`config.mk`:
```
export PLATFORM = sky130hd
export DESIGN_NAME = traffic_signal_ctrl
export DESIGN_NICKNAME = d
export VERILOG_FILES = /design/src/rtl/tsig_pkg.sv /design/src/rtl/tsig_phase_fsm.sv /design/src/rtl/tsig_road_out.sv /design/src/rtl/traffic_signal_ctrl.sv
export SDC_FILE = /design/constraint.sdc
export NUM_CORES = 1
export LEC_CHECK = 0
export BUFFER_PORTS_ARGS = -buffer_cell sky130_fd_sc_hd__buf_2
export CAP_MARGIN = 20
export CORE_MARGIN = 8
export CORE_UTILIZATION = 40
export CTS_CLUSTER_DIAMETER = 150
export DETAILED_ROUTE_END_ITERATION = 12
export PLACE_DENSITY_LB_ADDON = 0.12
export SLEW_MARGIN = 20
export SYNTH_ARGS = -nofsm -noshare
export SYNTH_HDL_FRONTEND = slang
export SYNTH_SLANG_ARGS = --single-unit
export TNS_END_PERCENT = 20
```
`constraint.sdc`:
```
create_clock -name clk -period 7.55 [get_ports clk]
set_input_delay 0.755 -clock clk [delete_from_list [all_inputs] [get_ports clk]]
set_output_delay 0.755 -clock clk [all_outputs]
set_load 0.05 [all_outputs]
```
`src/rtl/tsig_pkg.sv`:
```
package tsig_pkg;

    typedef enum logic [1:0] {
        PH_MAIN_GO   = 2'd0,
        PH_MAIN_WARN = 2'd1,
        PH_SIDE_GO   = 2'd2,
        PH_SIDE_WARN = 2'd3
    } phase_e;

    typedef struct packed {
        logic red;
        logic yellow;
        logic green;
    } lamp_t;

    localparam int unsigned ROADS = 2;

    // Two-digit packed BCD; values above 99 saturate.
    function automatic logic [7:0] to_bcd2(input int unsigned v);
        int unsigned c;
        c = (v > 99) ? 99 : v;
        return {4'(c / 10), 4'(c % 10)};
    endfunction

    function automatic phase_e go_of_road(input int unsigned road);
        return (road == 0) ? PH_MAIN_GO : PH_SIDE_GO;
    endfunction

endpackage

```
`src/rtl/tsig_phase_fsm.sv`:
```
module tsig_phase_fsm
    import tsig_pkg::*;
#(
    parameter int unsigned MAIN_S = 45,
    parameter int unsigned SIDE_S = 25,
    parameter int unsigned YEL_S  = 5,
    parameter int unsigned TW     = 6
) (
    input  logic          clk,
    input  logic          rst,
    input  logic          tick,
    input  logic          main_car,
    input  logic          side_car,
    output phase_e        phase_d,
    output logic [TW-1:0] rem_d,
    output logic          timed_d
);

    localparam logic [TW-1:0] MAIN_LOAD = TW'(MAIN_S - 1);
    localparam logic [TW-1:0] SIDE_LOAD = TW'(SIDE_S);
    localparam logic [TW-1:0] YEL_LOAD  = TW'(YEL_S);
    localparam logic [TW-1:0] ONE       = TW'(1);

    phase_e        phase_q;
    logic [TW-1:0] rem_q;
    logic          timed_q;
    logic          last_second;

    assign last_second = (rem_q <= ONE);

    always_comb begin
        phase_d = phase_q;
        rem_d   = rem_q;
        timed_d = timed_q;
        if (tick) begin
            unique case (phase_q)
                PH_MAIN_GO: begin
                    if (!side_car) begin
                        rem_d   = '0;
                        timed_d = 1'b0;
                    end else if (!main_car) begin
                        phase_d = PH_MAIN_WARN;
                        rem_d   = YEL_LOAD;
                        timed_d = 1'b1;
                    end else if (!timed_q) begin
                        rem_d   = MAIN_LOAD;
                        timed_d = 1'b1;
                    end else if (last_second) begin
                        phase_d = PH_MAIN_WARN;
                        rem_d   = YEL_LOAD;
                    end else begin
                        rem_d = rem_q - ONE;
                    end
                end
                PH_MAIN_WARN: begin
                    if (last_second) begin
                        phase_d = PH_SIDE_GO;
                        rem_d   = SIDE_LOAD;
                        timed_d = 1'b1;
                    end else begin
                        rem_d = rem_q - ONE;
                    end
                end
                PH_SIDE_GO: begin
                    if (!side_car || (main_car && last_second)) begin
                        phase_d = PH_SIDE_WARN;
                        rem_d   = YEL_LOAD;
                    end else if (rem_q != '0) begin
                        rem_d = rem_q - ONE;
                    end
                end
                PH_SIDE_WARN: begin
                    if (last_second) begin
                        phase_d = PH_MAIN_GO;
                        rem_d   = '0;
                        timed_d = 1'b0;
                    end else begin
                        rem_d = rem_q - ONE;
                    end
                end
                default: begin
                    phase_d = PH_MAIN_GO;
                    rem_d   = '0;
                    timed_d = 1'b0;
                end
            endcase
        end
    end

    always_ff @(posedge clk) begin
        if (rst) begin
            phase_q <= PH_MAIN_GO;
            rem_q   <= '0;
            timed_q <= 1'b0;
        end else begin
            phase_q <= phase_d;
            rem_q   <= rem_d;
            timed_q <= timed_d;
        end
    end

endmodule

```
`src/rtl/tsig_road_out.sv`:
```
module tsig_road_out
    import tsig_pkg::*;
#(
    parameter phase_e      OWN_GO = PH_MAIN_GO,
    parameter int unsigned YEL_S  = 5,
    parameter int unsigned TW     = 6
) (
    input  logic          clk,
    input  logic          rst,
    input  phase_e        phase_d,
    input  logic [TW-1:0] rem_d,
    input  logic          timed_d,
    output lamp_t         lamp,
    output logic [7:0]    count
);

    localparam phase_e OWN_WARN = (OWN_GO == PH_MAIN_GO) ? PH_MAIN_WARN : PH_SIDE_WARN;
    localparam phase_e OTHER_GO = (OWN_GO == PH_MAIN_GO) ? PH_SIDE_GO : PH_MAIN_GO;
    localparam lamp_t  RST_LAMP = (OWN_GO == PH_MAIN_GO) ? lamp_t'(3'b001) : lamp_t'(3'b100);

    lamp_t       lamp_n;
    int unsigned secs_n;

    always_comb begin
        lamp_n = '0;
        if (phase_d == OWN_GO)        lamp_n.green  = 1'b1;
        else if (phase_d == OWN_WARN) lamp_n.yellow = 1'b1;
        else                          lamp_n.red    = 1'b1;

        if (!timed_d)                 secs_n = 0;
        else if (phase_d == OTHER_GO) secs_n = 32'(rem_d) + YEL_S;
        else                          secs_n = 32'(rem_d);
    end

    always_ff @(posedge clk) begin
        if (rst) begin
            lamp  <= RST_LAMP;
            count <= 8'h00;
        end else begin
            lamp  <= lamp_n;
            count <= to_bcd2(secs_n);
        end
    end

endmodule

```
`src/rtl/traffic_signal_ctrl.sv`:
```
module traffic_signal_ctrl
    import tsig_pkg::*;
#(
    parameter int unsigned MAIN_S = 45,
    parameter int unsigned SIDE_S = 25,
    parameter int unsigned YEL_S  = 5
) (
    input  logic       clk,
    input  logic       rst,
    input  logic       tick,
    input  logic       main_car,
    input  logic       side_car,
    output logic       main_red,
    output logic       main_yellow,
    output logic       main_green,
    output logic       side_red,
    output logic       side_yellow,
    output logic       side_green,
    output logic [7:0] main_count,
    output logic [7:0] side_count
);

    localparam int unsigned LONGEST = (MAIN_S > SIDE_S)
        ? ((MAIN_S > YEL_S) ? MAIN_S : YEL_S)
        : ((SIDE_S > YEL_S) ? SIDE_S : YEL_S);
    localparam int unsigned TW = $clog2(LONGEST + 1);

    phase_e        phase_d;
    logic [TW-1:0] rem_d;
    logic          timed_d;
    lamp_t         road_lamp  [ROADS];
    logic [7:0]    road_count [ROADS];

    tsig_phase_fsm #(
        .MAIN_S (MAIN_S),
        .SIDE_S (SIDE_S),
        .YEL_S  (YEL_S),
        .TW     (TW)
    ) u_fsm (
        .clk      (clk),
        .rst      (rst),
        .tick     (tick),
        .main_car (main_car),
        .side_car (side_car),
        .phase_d  (phase_d),
        .rem_d    (rem_d),
        .timed_d  (timed_d)
    );

    for (genvar r = 0; r < ROADS; r++) begin : g_road
        tsig_road_out #(
            .OWN_GO (go_of_road(r)),
            .YEL_S  (YEL_S),
            .TW     (TW)
        ) u_out (
            .clk     (clk),
            .rst     (rst),
            .phase_d (phase_d),
            .rem_d   (rem_d),
            .timed_d (timed_d),
            .lamp    (road_lamp[r]),
            .count   (road_count[r])
        );
    end

    assign main_red    = road_lamp[0].red;
    assign main_yellow = road_lamp[0].yellow;
    assign main_green  = road_lamp[0].green;
    assign side_red    = road_lamp[1].red;
    assign side_yellow = road_lamp[1].yellow;
    assign side_green  = road_lamp[1].green;
    assign main_count  = road_count[0];
    assign side_count  = road_count[1];

endmodule

```
==> flow_results.org <==
** GRT
- First-pass GRT wire length :: about 15000 microns
- Total congestion overflow after global routing :: 0
- Antenna violations before repair :: 0
- In the global route stage, overall resource usage came out at 0.1590.
- The via count of the first global-routing pass came to about 3k.
- Entering global routing, the biggest net connects 27 pins.

** Logic synthesis
- Among all flip-flop cells after synthesis, the most frequent one is dfxtp_1.
- Flop and latch count out of synthesis :: 31
- Synthesis produced a netlist with a net count of 432.
- The synthesized netlist occupies a cell area of 3144 sq um.
- Sequential area share after synthesis :: 0.1974
- Counting distinct cell types in the post-synthesis netlist gives 89.
- Instance count of the mapped netlist :: 415
- Asr flop ratio synth :: 0
- The Yosys step of the flow raised 0 warnings.
- Counting flops with a built-in enable in the synthesized netlist gives 0.
- Avg Cell Area, Syn :: 7.577 sq um

** Power and ir drop
- Maximum vdd ir drop :: 0.09996 mV
- Of the total power, the clock network draws 0.216.
- For this design the static power due to leakage is between 1 and 1.5 nW.
- Share of power burned in registers :: 0.246
- Internal power summed over all cells :: 0.4378 mW
- Switching part of the total :: 0.4606
- The share of total power dissipated in combinational logic is 0.538.
- Dividing total power by cell area gives a power density of between 200 and 250 nW/um^2.
- Design Power :: 0.8116 mW
- Switch Pwr :: 0.3738 mW

** STA
- Setup violations remaining at the end of the flow were counted as 0.
- For the pin with the worst max-slew slack, the measured transition is 1.009 ns.
- Headroom to the max-slew limit :: 0.3239
- Final hold violations :: 0
- Hold is met by ~0.74 ns.
- Static timing analysis puts the maximum clock frequency at 0.1462 GHz.
- Setup Skew :: a little under 0.008 ns
- Setup repair after global routing left no endpoint under its margin.
- Sum of negative setup slack :: 0 ns
- Final clock period utilization by the worst path :: 0.9059
- The final max-slew violation count came to 0.
- Shortest clock period the worst path allows after layout :: 6.839 ns

** Floorplanning
- Number of placement rows :: 32
- During I/O placement, the number of pins put on the boundary was 27.
- Std-Cell Core Area :: 7687 sq um
- In this run the horizontal extent of the chip is 104.7 microns.
- DIE AREA :: 10950 sq um
- Die span in y :: 104.7 microns
- Effective utilization at floorplan :: 0.4090

** Critical path
- Data arrival time of the critical path :: slightly above 7 ns
- The worst setup path is launched from a flop.
- Worst endpoint required time :: 7.77 ns
- The worst setup path is captured at a flop.
- Worst-path maximum fanout :: 11
- For flop-to-flop paths, the worst setup slack is between 0.7 and 0.8 ns.
- Critical path type :: reg -> reg

** Drt
- Initial DRT Pass Iterations :: 4
- DRC viols :: 0
- Using the TritonRoute via totals, the vias-per-cell ratio works out to around 6.
- Via count :: 3261
- Summed over all layers, the routed wires come to between 8000 and 9000 microns.
- Average wire per cell in the routed design :: 16.71 microns
- The detailed router finished its first iteration with 289 violations.
- The detail route stage leaves a number of antenna-violating nets equal to 0.

** Clock tree
- TritonCTS built the clock tree.
- In this run the clock root is driven by a clkbuf_8.
- Clock transition at the registers of the reported paths :: 0.07 ns
- Post CTS Setup Buffer Count :: 0
- Worst-skew pair later-pin latency :: 0.29 ns
- The H-tree was split into 2 levels.
- Maximum root-to-sink buffer count :: 2
- Total clock sinks :: 31
- Buffers inserted during clock tree synthesis total 5.
- Cts repair resizes :: 0
- Number of hold buffers added after CTS :: 0

** Placement
- Once detailed placement completed, the half-perimeter wirelength came to 6776 microns.
- At the end of routability-driven placement, the weighted congestion stood at 0.9242.
- Port buffer count :: 26
- Placed Area :: between 3000 and 4000 sq um

** Run
- Max-cap violations in this run came to 0.

** Layout
- In the final layout, the share of cells above drive strength 1 is 0.1917.
- Layout overhead on the synthesized area :: 10.07%
- The finished cells cover 3461 sq um.
- For this run, the share of the core covered by cells in the final layout is 0.4502.
- At the end of the flow, the number of nets in the layout was 449.
- 0 antenna diodes ended up in the layout.

** Worst hold path
- The tightest min-delay check is of the reg -> reg type.

** Run status
- Status :: complete, no violations
cells by family (layout without fill, tap and decap cells):
| kind of cell | Yosys count | count (layout) | synth area share |
|---|---|---|---|
| AND/OR/NAND/NOR | 161 | 161 | 0.2841 |
| AO/OA/AOI/OAI | 145 | 145 | 0.3573 |
| buffers and inverters | 51 | 69 | 0.07123 |
| flip-flops | 31 | 31 | 0.1974 |
| XOR/XNOR | 14 | 14 | 0.03900 |
| adder cells (fa/ha/maj) | 12 | 12 | 0.04775 |
| multiplexers | 1 | 1 | 0.003184 |
stage by stage:
step,setup WS (ns),std cells
finish,0.7106,535
floorplan,1.412,415
CTS,0.8023,535
global route,0.3054,535
detailed placement,0.7670,527
global placement,0.9319,527
cells in the mapped netlist, types with 10 or more instances:
cell type,instances,area [sq um]
o21ai_0,21,105.1
inv_1,24,90.09
clkbuf_1,12,45.04
dfxtp_1,31,620.6
a211oi_1,10,75.07
xnor2_1,11,96.34
nor3_1,15,75.07
nand2_1,24,90.09
nor2_1,46,172.7
ha_1,12,150.1
nand3_1,12,60.06
a31oi_1,10,62.56
a21oi_1,24,120.1
path summary, 6_finish.rpt:
check,start,end,depth (start not counted)
worst max-delay path,u_fsm.rem_q[1],g_road[0].u_out.count[2],26
worst min-delay path,u_fsm.rem_q[1],u_fsm.rem_q[1],2
worst max register to register,u_fsm.rem_q[1],g_road[0].u_out.count[2],26
worst min register to register,u_fsm.rem_q[1],u_fsm.rem_q[1],2
power groups by stage:
stage          sequential, mW  combinational, mW  clock [mW]
2_1_floorplan           0.259              0.290           0
3_3_place_gp            0.203              0.434           0
3_5_place_dp            0.203              0.432           0
4_1_cts                 0.199              0.434       0.178
5_1_grt                 0.202              0.476       0.184
6_report                0.200              0.436       0.175
state kept, by name (all words and copies together) (netlist names):
register,flops
g_road.u_out.lamp,6
u_fsm.phase_q,2
u_fsm.rem_q,6
u_fsm.timed_q,1
g_road.u_out.count,16
layout make-up:
class / count / area (sq um)
sequential: 31 / 620.6
multi-input combinational: 333 / 2300
clock inverter: 2 / 35.03
clock buffer: 6 / 82.58
tap: 102 / 127.6
inverter: 26 / 97.59
timing repair buffer: 35 / 197.7
fill: 803 / 4227
routing by layer:
metal,part of all wire,up-vias,global-route usage
li1,-,1601,-
met1,0.47,1545,0.2048
met2,0.46,105,0.2628
met3,0.054,10,0.02948
met4,0.012,0,0.04893
met5,0,-,0
placed cells by master, fill, tap and decap left out, types with 4 or more instances in the layout:
cell / instances
a211o_1: 5
a211oi_1: 10
a21oi_1: 24
a221oi_1: 4
a31o_2: 4
a31oi_1: 10
buf_2: 26
buf_4: 9
clkbuf_8: 6
dfxtp_1: 31
ha_1: 12
inv_1: 24
nand2_1: 24
nand2b_1: 8
nand3_1: 12
nor2_1: 46
nor2_2: 4
nor2b_1: 6
nor3_1: 15
o21a_1: 4
o21ai_0: 21
o22ai_1: 6
o31ai_1: 5
or2_2: 4
or3_1: 5
xnor2_1: 11
critical path, cell delays in order, from the launching register on:
cell	delay, ns
dfxtp_1	0.37
inv_1	0.12
ha_1	0.27
or2_0	0.38
nand2_1	0.28
a221o_1	0.40
and4_1	0.33
inv_1	0.22
ha_1	0.42
or3_1	0.19
o31ai_2	0.11
or4_4	0.56
a21oi_4	0.22
ha_1	0.18
nand2b_1	0.10
ha_1	0.23
inv_1	0.07
o211ai_1	0.08
a21oi_1	0.32
nor2_1	0.12
a221o_1	0.32
a221o_1	0.38
a211oi_4	0.27
xor2_1	0.17
ha_1	0.25
or2_0	0.22
a31oi_1	0.15
Note: power is estimated with default switching activity, not from simulation.
